==> src/rtl/fte_pkg.sv <==
package fte_pkg;
    localparam int W         = 16;
    localparam int FRAC      = 15;
    localparam int SLOTS_DEF = 31;
    localparam logic [W-1:0] ONE = 16'h8000;
    localparam int IDX_W_DEF = $clog2(SLOTS_DEF);
    localparam int ACC_W_DEF = W + IDX_W_DEF;

    typedef struct packed {
        logic         leaf;
        logic [W-1:0] val;
    } slot_t;

    typedef enum logic [1:0] {
        ST_IDLE = 2'd0,
        ST_WALK = 2'd1,
        ST_DIV  = 2'd2
    } state_t;

    function automatic logic [W-1:0] qmul(input logic [W-1:0] a, input logic [W-1:0] b);
        logic [2*W-1:0] p;
        p = a * b;
        return p[FRAC+W-1:FRAC];
    endfunction

    function automatic logic [W-1:0] clamp_one(input logic [W-1:0] f);
        return (f > ONE) ? ONE : f;
    endfunction
endpackage

==> src/rtl/fte_node_table.sv <==
module fte_node_table
    import fte_pkg::*;
#(
    parameter int SLOTS = SLOTS_DEF,
    localparam int IDX_W = $clog2(SLOTS)
) (
    input  logic             clk,
    input  logic             rst,
    input  logic             we,
    input  logic [IDX_W-1:0] w_idx,
    input  slot_t            w_slot,
    input  logic [IDX_W-1:0] r_idx,
    output slot_t            r_slot
);
    slot_t cells [SLOTS];

    always_ff @(posedge clk) begin
        if (rst) begin
            for (int i = 0; i < SLOTS; i++) cells[i] <= '0;
        end else if (we) begin
            cells[w_idx] <= w_slot;
        end
    end

    assign r_slot = cells[r_idx];
endmodule

==> src/rtl/fte_walker.sv <==
module fte_walker
    import fte_pkg::*;
#(
    parameter int SLOTS = SLOTS_DEF,
    localparam int IDX_W = $clog2(SLOTS),
    localparam int ACC_W = W + IDX_W,
    localparam int FIRST_LEAF = (SLOTS - 1) / 2
) (
    input  logic             clk,
    input  logic             rst,
    input  logic             go,
    output logic [IDX_W-1:0] rd_idx,
    input  slot_t            rd_slot,
    output logic [ACC_W-1:0] sum_num,
    output logic [ACC_W-1:0] sum_den,
    output logic             fin
);
    logic [W-1:0]     mu [SLOTS];
    logic [SLOTS-1:0] reach;
    logic [IDX_W-1:0] idx;
    logic             active;

    logic [IDX_W-1:0] ch_l, ch_r;
    logic             as_leaf;
    logic [W-1:0]     f_eff, contrib, mu_l, mu_r;

    always_comb begin
        ch_l    = IDX_W'({idx, 1'b1});
        ch_r    = ch_l + 1'b1;
        as_leaf = rd_slot.leaf || (idx >= IDX_W'(FIRST_LEAF));
        f_eff   = clamp_one(rd_slot.val);
        contrib = qmul(mu[idx], rd_slot.val);
        mu_l    = qmul(mu[idx], f_eff);
        mu_r    = qmul(mu[idx], ONE - f_eff);
    end

    assign rd_idx = idx;

    always_ff @(posedge clk) begin
        if (rst) begin
            for (int i = 0; i < SLOTS; i++) mu[i] <= '0;
            reach   <= '0;
            idx     <= '0;
            active  <= 1'b0;
            sum_num <= '0;
            sum_den <= '0;
            fin     <= 1'b0;
        end else begin
            fin <= 1'b0;
            if (go) begin
                idx      <= '0;
                active   <= 1'b1;
                sum_num  <= '0;
                sum_den  <= '0;
                reach    <= '0;
                reach[0] <= 1'b1;
                mu[0]    <= ONE;
            end else if (active) begin
                if (reach[idx]) begin
                    if (as_leaf) begin
                        sum_num <= sum_num + {{(ACC_W-W){1'b0}}, contrib};
                        sum_den <= sum_den + {{(ACC_W-W){1'b0}}, mu[idx]};
                    end else begin
                        mu[ch_l]    <= mu_l;
                        mu[ch_r]    <= mu_r;
                        reach[ch_l] <= 1'b1;
                        reach[ch_r] <= 1'b1;
                    end
                end
                if (idx == IDX_W'(SLOTS - 1)) begin
                    active <= 1'b0;
                    fin    <= 1'b1;
                end else begin
                    idx <= idx + 1'b1;
                end
            end
        end
    end
endmodule

==> src/rtl/fte_divider.sv <==
module fte_divider #(
    parameter int N_W = 36,
    parameter int D_W = 21,
    localparam int CNT_W = $clog2(N_W + 1)
) (
    input  logic           clk,
    input  logic           rst,
    input  logic           load,
    input  logic [N_W-1:0] dividend,
    input  logic [D_W-1:0] divisor,
    output logic [N_W-1:0] quotient,
    output logic           fin
);
    logic [D_W-1:0]   rem, dvs;
    logic [CNT_W-1:0] cnt;
    logic [D_W:0]     rem_sh;
    logic             ge;

    always_comb begin
        rem_sh = {rem, quotient[N_W-1]};
        ge     = rem_sh >= {1'b0, dvs};
    end

    always_ff @(posedge clk) begin
        if (rst) begin
            quotient <= '0;
            rem      <= '0;
            dvs      <= '0;
            cnt      <= '0;
            fin      <= 1'b0;
        end else begin
            fin <= 1'b0;
            if (load) begin
                quotient <= dividend;
                dvs      <= divisor;
                rem      <= '0;
                cnt      <= CNT_W'(N_W);
            end else if (cnt != '0) begin
                rem      <= ge ? D_W'(rem_sh - {1'b0, dvs}) : rem_sh[D_W-1:0];
                quotient <= {quotient[N_W-2:0], ge};
                cnt      <= cnt - 1'b1;
                if (cnt == CNT_W'(1)) fin <= 1'b1;
            end
        end
    end
endmodule

==> src/rtl/fuzzy_tree_eval.sv <==
module fuzzy_tree_eval
    import fte_pkg::*;
#(
    parameter int SLOTS = SLOTS_DEF,
    localparam int IDX_W = $clog2(SLOTS),
    localparam int ACC_W = W + IDX_W,
    localparam int QUO_W = ACC_W + FRAC
) (
    input  logic             clk,
    input  logic             rst,
    input  logic             wr_en,
    input  logic [IDX_W-1:0] wr_idx,
    input  logic             wr_leaf,
    input  logic [W-1:0]     wr_val,
    input  logic             start,
    output logic             busy,
    output logic             done,
    output logic [W-1:0]     result
);
    state_t           state;
    logic             go, tbl_we, walk_fin, div_fin;
    logic [IDX_W-1:0] rd_idx;
    slot_t            rd_slot;
    logic [ACC_W-1:0] sum_num, sum_den;
    logic [QUO_W-1:0] quo;
    logic [W-1:0]     res_nx;

    assign go     = start && (state == ST_IDLE);
    assign tbl_we = wr_en && (state == ST_IDLE);
    assign busy   = (state != ST_IDLE);

    fte_node_table #(.SLOTS(SLOTS)) u_tbl (
        .clk(clk), .rst(rst), .we(tbl_we), .w_idx(wr_idx),
        .w_slot('{leaf: wr_leaf, val: wr_val}),
        .r_idx(rd_idx), .r_slot(rd_slot)
    );

    fte_walker #(.SLOTS(SLOTS)) u_walk (
        .clk(clk), .rst(rst), .go(go), .rd_idx(rd_idx), .rd_slot(rd_slot),
        .sum_num(sum_num), .sum_den(sum_den), .fin(walk_fin)
    );

    fte_divider #(.N_W(QUO_W), .D_W(ACC_W)) u_div (
        .clk(clk), .rst(rst), .load(walk_fin),
        .dividend({sum_num, {FRAC{1'b0}}}), .divisor(sum_den),
        .quotient(quo), .fin(div_fin)
    );

    always_comb begin
        if (sum_den == '0)                        res_nx = '0;
        else if (quo > QUO_W'({W{1'b1}}))         res_nx = {W{1'b1}};
        else                                      res_nx = quo[W-1:0];
    end

    always_ff @(posedge clk) begin
        if (rst) begin
            state  <= ST_IDLE;
            done   <= 1'b0;
            result <= '0;
        end else begin
            done <= 1'b0;
            case (state)
                ST_IDLE: if (go) state <= ST_WALK;
                ST_WALK: if (walk_fin) state <= ST_DIV;
                ST_DIV: if (div_fin) begin
                    state  <= ST_IDLE;
                    done   <= 1'b1;
                    result <= res_nx;
                end
                default: state <= ST_IDLE;
            endcase
        end
    end
endmodule

==> config.mk <==
export PLATFORM = sky130hd
export DESIGN_NAME = fuzzy_tree_eval
export DESIGN_NICKNAME = d
export VERILOG_FILES = /design/src/rtl/fte_pkg.sv /design/src/rtl/fte_node_table.sv /design/src/rtl/fte_walker.sv /design/src/rtl/fte_divider.sv /design/src/rtl/fuzzy_tree_eval.sv
export SDC_FILE = /design/constraint.sdc
export NUM_CORES = 2
export LEC_CHECK = 0
export BUFFER_PORTS_ARGS = -buffer_cell sky130_fd_sc_hd__buf_2
export CAP_MARGIN = 20
export CORE_MARGIN = 2
export CORE_UTILIZATION = 30
export CTS_CLUSTER_DIAMETER = 40
export DETAILED_ROUTE_END_ITERATION = 7
export GPL_TIMING_DRIVEN = 0
export PLACE_DENSITY_LB_ADDON = 0.25
export SYNTH_ARGS = -nofsm -noshare
export SYNTH_HDL_FRONTEND = slang
export SYNTH_SLANG_ARGS = --single-unit
==> constraint.sdc <==
create_clock -name clk -period 27.1 [get_ports clk]
set_input_delay 2.71 -clock clk [delete_from_list [all_inputs] [get_ports clk]]
set_output_delay 2.71 -clock clk [all_outputs]
set_load 0.005 [all_outputs]
==> flow_metrics.py <==
metrics = {
    "global_route": {
        "grt_max_degree": 19,
        "grt_antenna_before_repair": 11,
        "grt_usage_pct": 19.57,
        "first_global_vias": 56290,
        "grt_remaining_overflow": 0,
        "grt_pass1_wl_um": 390800,
    },
    "detailed_routing": {
        "viasPerCell": 5.014,
        "vias": 55110,
        "wirelength_um": 268200,
        "dr.pass1.iters": 6,
        "drc": 0,
        "final_antenna_net_count": 0,
        "drtIter0Drc": 5286,
        "routedWlPerCell_um": 24.40,
    },
    "finish": {
        "final_net_count": 8211,
        "layout_commonest_cell": "edfxtp_1",
        "layout_common_cells": "1056 x edfxtp_1, 914 x nor2_1, 792 x inv_1",
        "finish.utilization_pct": 34.85,
        "syn_to_final_growth_pct": 15.71,
        "drive_gt1_share_pct": 13.05,
        "nFillCells": 26720,
        "fin_area_mm2": 0.09328,
    },
    "cts": {
        "cts_sinks": 1245,
        "clk_latency_ns": 0.87,
        "hold_buffers": 0,
        "path_clk_slew_ns": 0.05,
        "cts_buffers": 203,
        "h-tree-depth": 4,
        "clockBufferDepth": 3,
        "cts_resized": 0,
        "cts_setup_buffers": 0,
        "cts_root_buffer": "clkbuf_16",
        "cts_tree": "yes",
    },
    "power_and_ir_drop": {
        "power_leakage_nw": 36.88,
        "sw_frac_of_total_pct": 47.71,
        "p_sw_w": 0.004998,
        "p_int_w": 0.005477,
        "ir_worst_vdd_mv": 0.2633,
        "clkPwrFrac_pct": 25.7,
        "seq_power_share_pct": 21.1,
        "power_density_mw_per_mm2": 112.3,
        "power.share.combinational_pct": 53.2,
    },
    "sta": {
        "rsz0062_at_grt": "false",
        "setup_viol": 0,
        "finalClockSkew_ns": 0.09819,
        "fin_crit_sh_pct": 55.23,
        "period_minus_slack_ns": 14.97,
        "slew_violations": 0,
        "hold_viol": 0,
        "max_freq_mhz": 66.82,
        "relSlewSlack_pct": 18.28,
        "worst_pin_slew_ns": 1.226,
        "setup_tns_ns": 0,
    },
    "synthesis": {
        "ys_types": 99,
        "synth-seq-cells": 1245,
        "ys_warn_count": 0,
        "synth.avg_cell_area_um2": 11.60,
        "yosysSeqAreaShare_pct": 44.03,
        "synth_area_mm2": 0.08061,
        "netlist.area_leader.share_pct": 39.34,
        "synthArstFlopShare_pct": 0,
        "synth.largest_area_cell": "edfxtp_1",
        "synth.area.top_cells": "edfxtp_1 39%, fa_1 14%, mux4_2 8.9%",
        "syn_inst": 6949,
        "synth_edf_count": 1056,
        "synth-main-ff-cell": "edfxtp_1",
    },
    "worst_setup_path": {
        "path_class": "reg2reg",
        "cp_slowest_cell": "clkbuf_1",
        "worst-path-max-fanout": 10,
        "crit_buf_inv": 15,
        "start_kind": "flip-flop",
        "r2r_end": "u_walk.sum_num[20]",
        "r2r_setup_slack_ns": 12.13,
        "cp.arrival_ns": 15.68,
        "end_kind": "flip-flop",
        "worst_path_largest_cell_delay_ns": 0.84,
        "critical_path_depth": 45,
        "r2r_cells": 45,
        "cpMostUsedCell": "fa_1",
        "worstPathRequired_ns": 27.82,
        "crit_family": "buffers and inverters",
        "crit_end": "u_walk.sum_num[20]",
    },
    "die": {
        "coreArea_mm2": 0.2677,
        "die_area_mm2": 0.2729,
        "dieHeight_um": 522.4,
        "start_util_pct": 30.12,
        "io_pins": 44,
        "die_x_um": 522.4,
        "num_rows": 190,
    },
    "run_status": {
        "status": "complete, no violations",
    },
    "run": {
        "cap_violations": 0,
    },
    "placed_design": {
        "place_area_mm2": 0.08595,
        "gp_routability_congestion": 0.9190,
        "dpl.hpwl_um": 204400,
        "portBuffers": 42,
    },
    "worst_hold_path": {
        "min_path_type": "reg2reg",
    },
}
-- metal layers --
metal  track usage, %  vias to the layer above  routed length, um
li1                 -                    23960                  -
met1            27.18                    28630             118000
met2            30.82                     2092             122500
met3            3.830                      422              19490
met4            5.877                        4               8127
met5                0                        -                 34
-- kinds of logic after synthesis --
| family | count (synthesis) | synth area share [%] |
|---|---|---|
| simple gates | 2536 | 14.68 |
| flops | 1245 | 44.03 |
| buf+inv | 1227 | 6.027 |
| mux | 430 | 10.34 |
| other cells | 1 | 0.004652 |
| xor+xnor | 120 | 1.383 |
| fa+ha+maj | 931 | 19.84 |
| compound gates | 459 | 3.691 |
-- final cells by class --
cell class	instances	area (um^2)	area share, %
Timing Repair Buffer	85	892.1	0.9564
Inverter	802	3010	3.227
Clock inverter	165	2031	2.177
Antenna cell	5	12.51	0.01341
Clock buffer	220	5174	5.546
Tap cell	3552	4444	4.764
Multi-Input combinational cell	4492	40370	43.28
Buffer	425	1851	1.984
Sequential cell	1245	35490	38.05
-- power by group through the flow --
| stage | clock (W) | sequential [W] | combinational, W |
|---|---|---|---|
| 6_report | 0.00269 | 0.00221 | 0.00557 |
| 5_1_grt | 0.00281 | 0.00222 | 0.00612 |
| 2_1_floorplan | 0 | 0.00223 | 0.00351 |
| 3_5_place_dp | 0 | 0.00225 | 0.00548 |
| 3_3_place_gp | 0 | 0.00224 | 0.00539 |
| 4_1_cts | 0.00272 | 0.00221 | 0.00553 |
-- worst min-delay path by stage --
stage / startpoint / end / slack [ns] / cells after the start
floorplan: u_walk.reach[14] / u_walk.reach[14] / 0.42 / 2
global placement: u_walk.reach[26] / u_walk.reach[26] / 0.43 / 2
detailed placement: u_walk.reach[26] / u_walk.reach[26] / 0.43 / 2
CTS: u_walk.reach[26] / u_walk.reach[26] / 0.44 / 2
global route: u_walk.reach[12] / u_walk.reach[12] / 0.46 / 2
finish: u_walk.reach[20] / u_walk.reach[20] / 0.44 / 2
-- worst min-delay path: cells and delay by family (launching register included) --
kind,cells,cell delay (ns)
and+or+nand+nor,2,0.09
DFF,1,0.30
-- per-stage QoR --
| stage | power [W] | hold WS (ns) | cells | setup WS (ns) |
|---|---|---|---|---|
| final | 0.01047 | 0.4400 | 10990 | 12.13 |
| after detailed placement | 0.007726 | 0.4331 | 10590 | 11.86 |
| after global placement | 0.007637 | 0.4318 | 10560 | 11.25 |
| after global routing | 0.01114 | 0.4635 | 10990 | 11.42 |
| after CTS | 0.01046 | 0.4415 | 10980 | 11.85 |
| after floorplan | 0.005736 | 0.4183 | 6964 | 16.40 |
-- synth_stat cells, types with 11 or more instances --
library cell and count:
mux2_2 28, o21bai_1 11, a22o_1 11, clkbuf_1 313
buf_2 52, nor3_1 71, nand3_1 50, xnor2_1 78
a211oi_1 18, nand2_1 675, dfxtp_1 189, fa_1 579
ha_1 352, inv_1 792, and2_1 601, edfxtp_1 1056
buf_4 18, o21ai_0 71, nor2_2 12, buf_1 26
nand2b_1 43, nor2_1 915, or3_1 11, xor2_1 35
nor2b_1 20, a21o_1 39, buf_6 16, a21oi_1 171
mux4_2 317, o21a_1 21, or2_2 39, a31oi_1 12
and3_1 24, nand4_1 18, a311oi_1 13, mux2i_1 81
nor4_1 14
-- state kept, by name, summed over array words and instances (netlist names), 5 cells and up, named ones only --
| name | count |
|---|---|
| u_walk.sum_num | 21 |
| u_walk.rd_idx | 5 |
| u_tbl.cells | 544 |
| u_div.rem | 21 |
| result | 16 |
| u_walk.sum_den | 21 |
| u_div.cnt | 6 |
| u_div.quotient | 36 |
| u_walk.mu | 512 |
| u_div.dvs | 21 |
| u_walk.reach | 31 |
No activity file was read; power rests on OpenSTA's default activity.
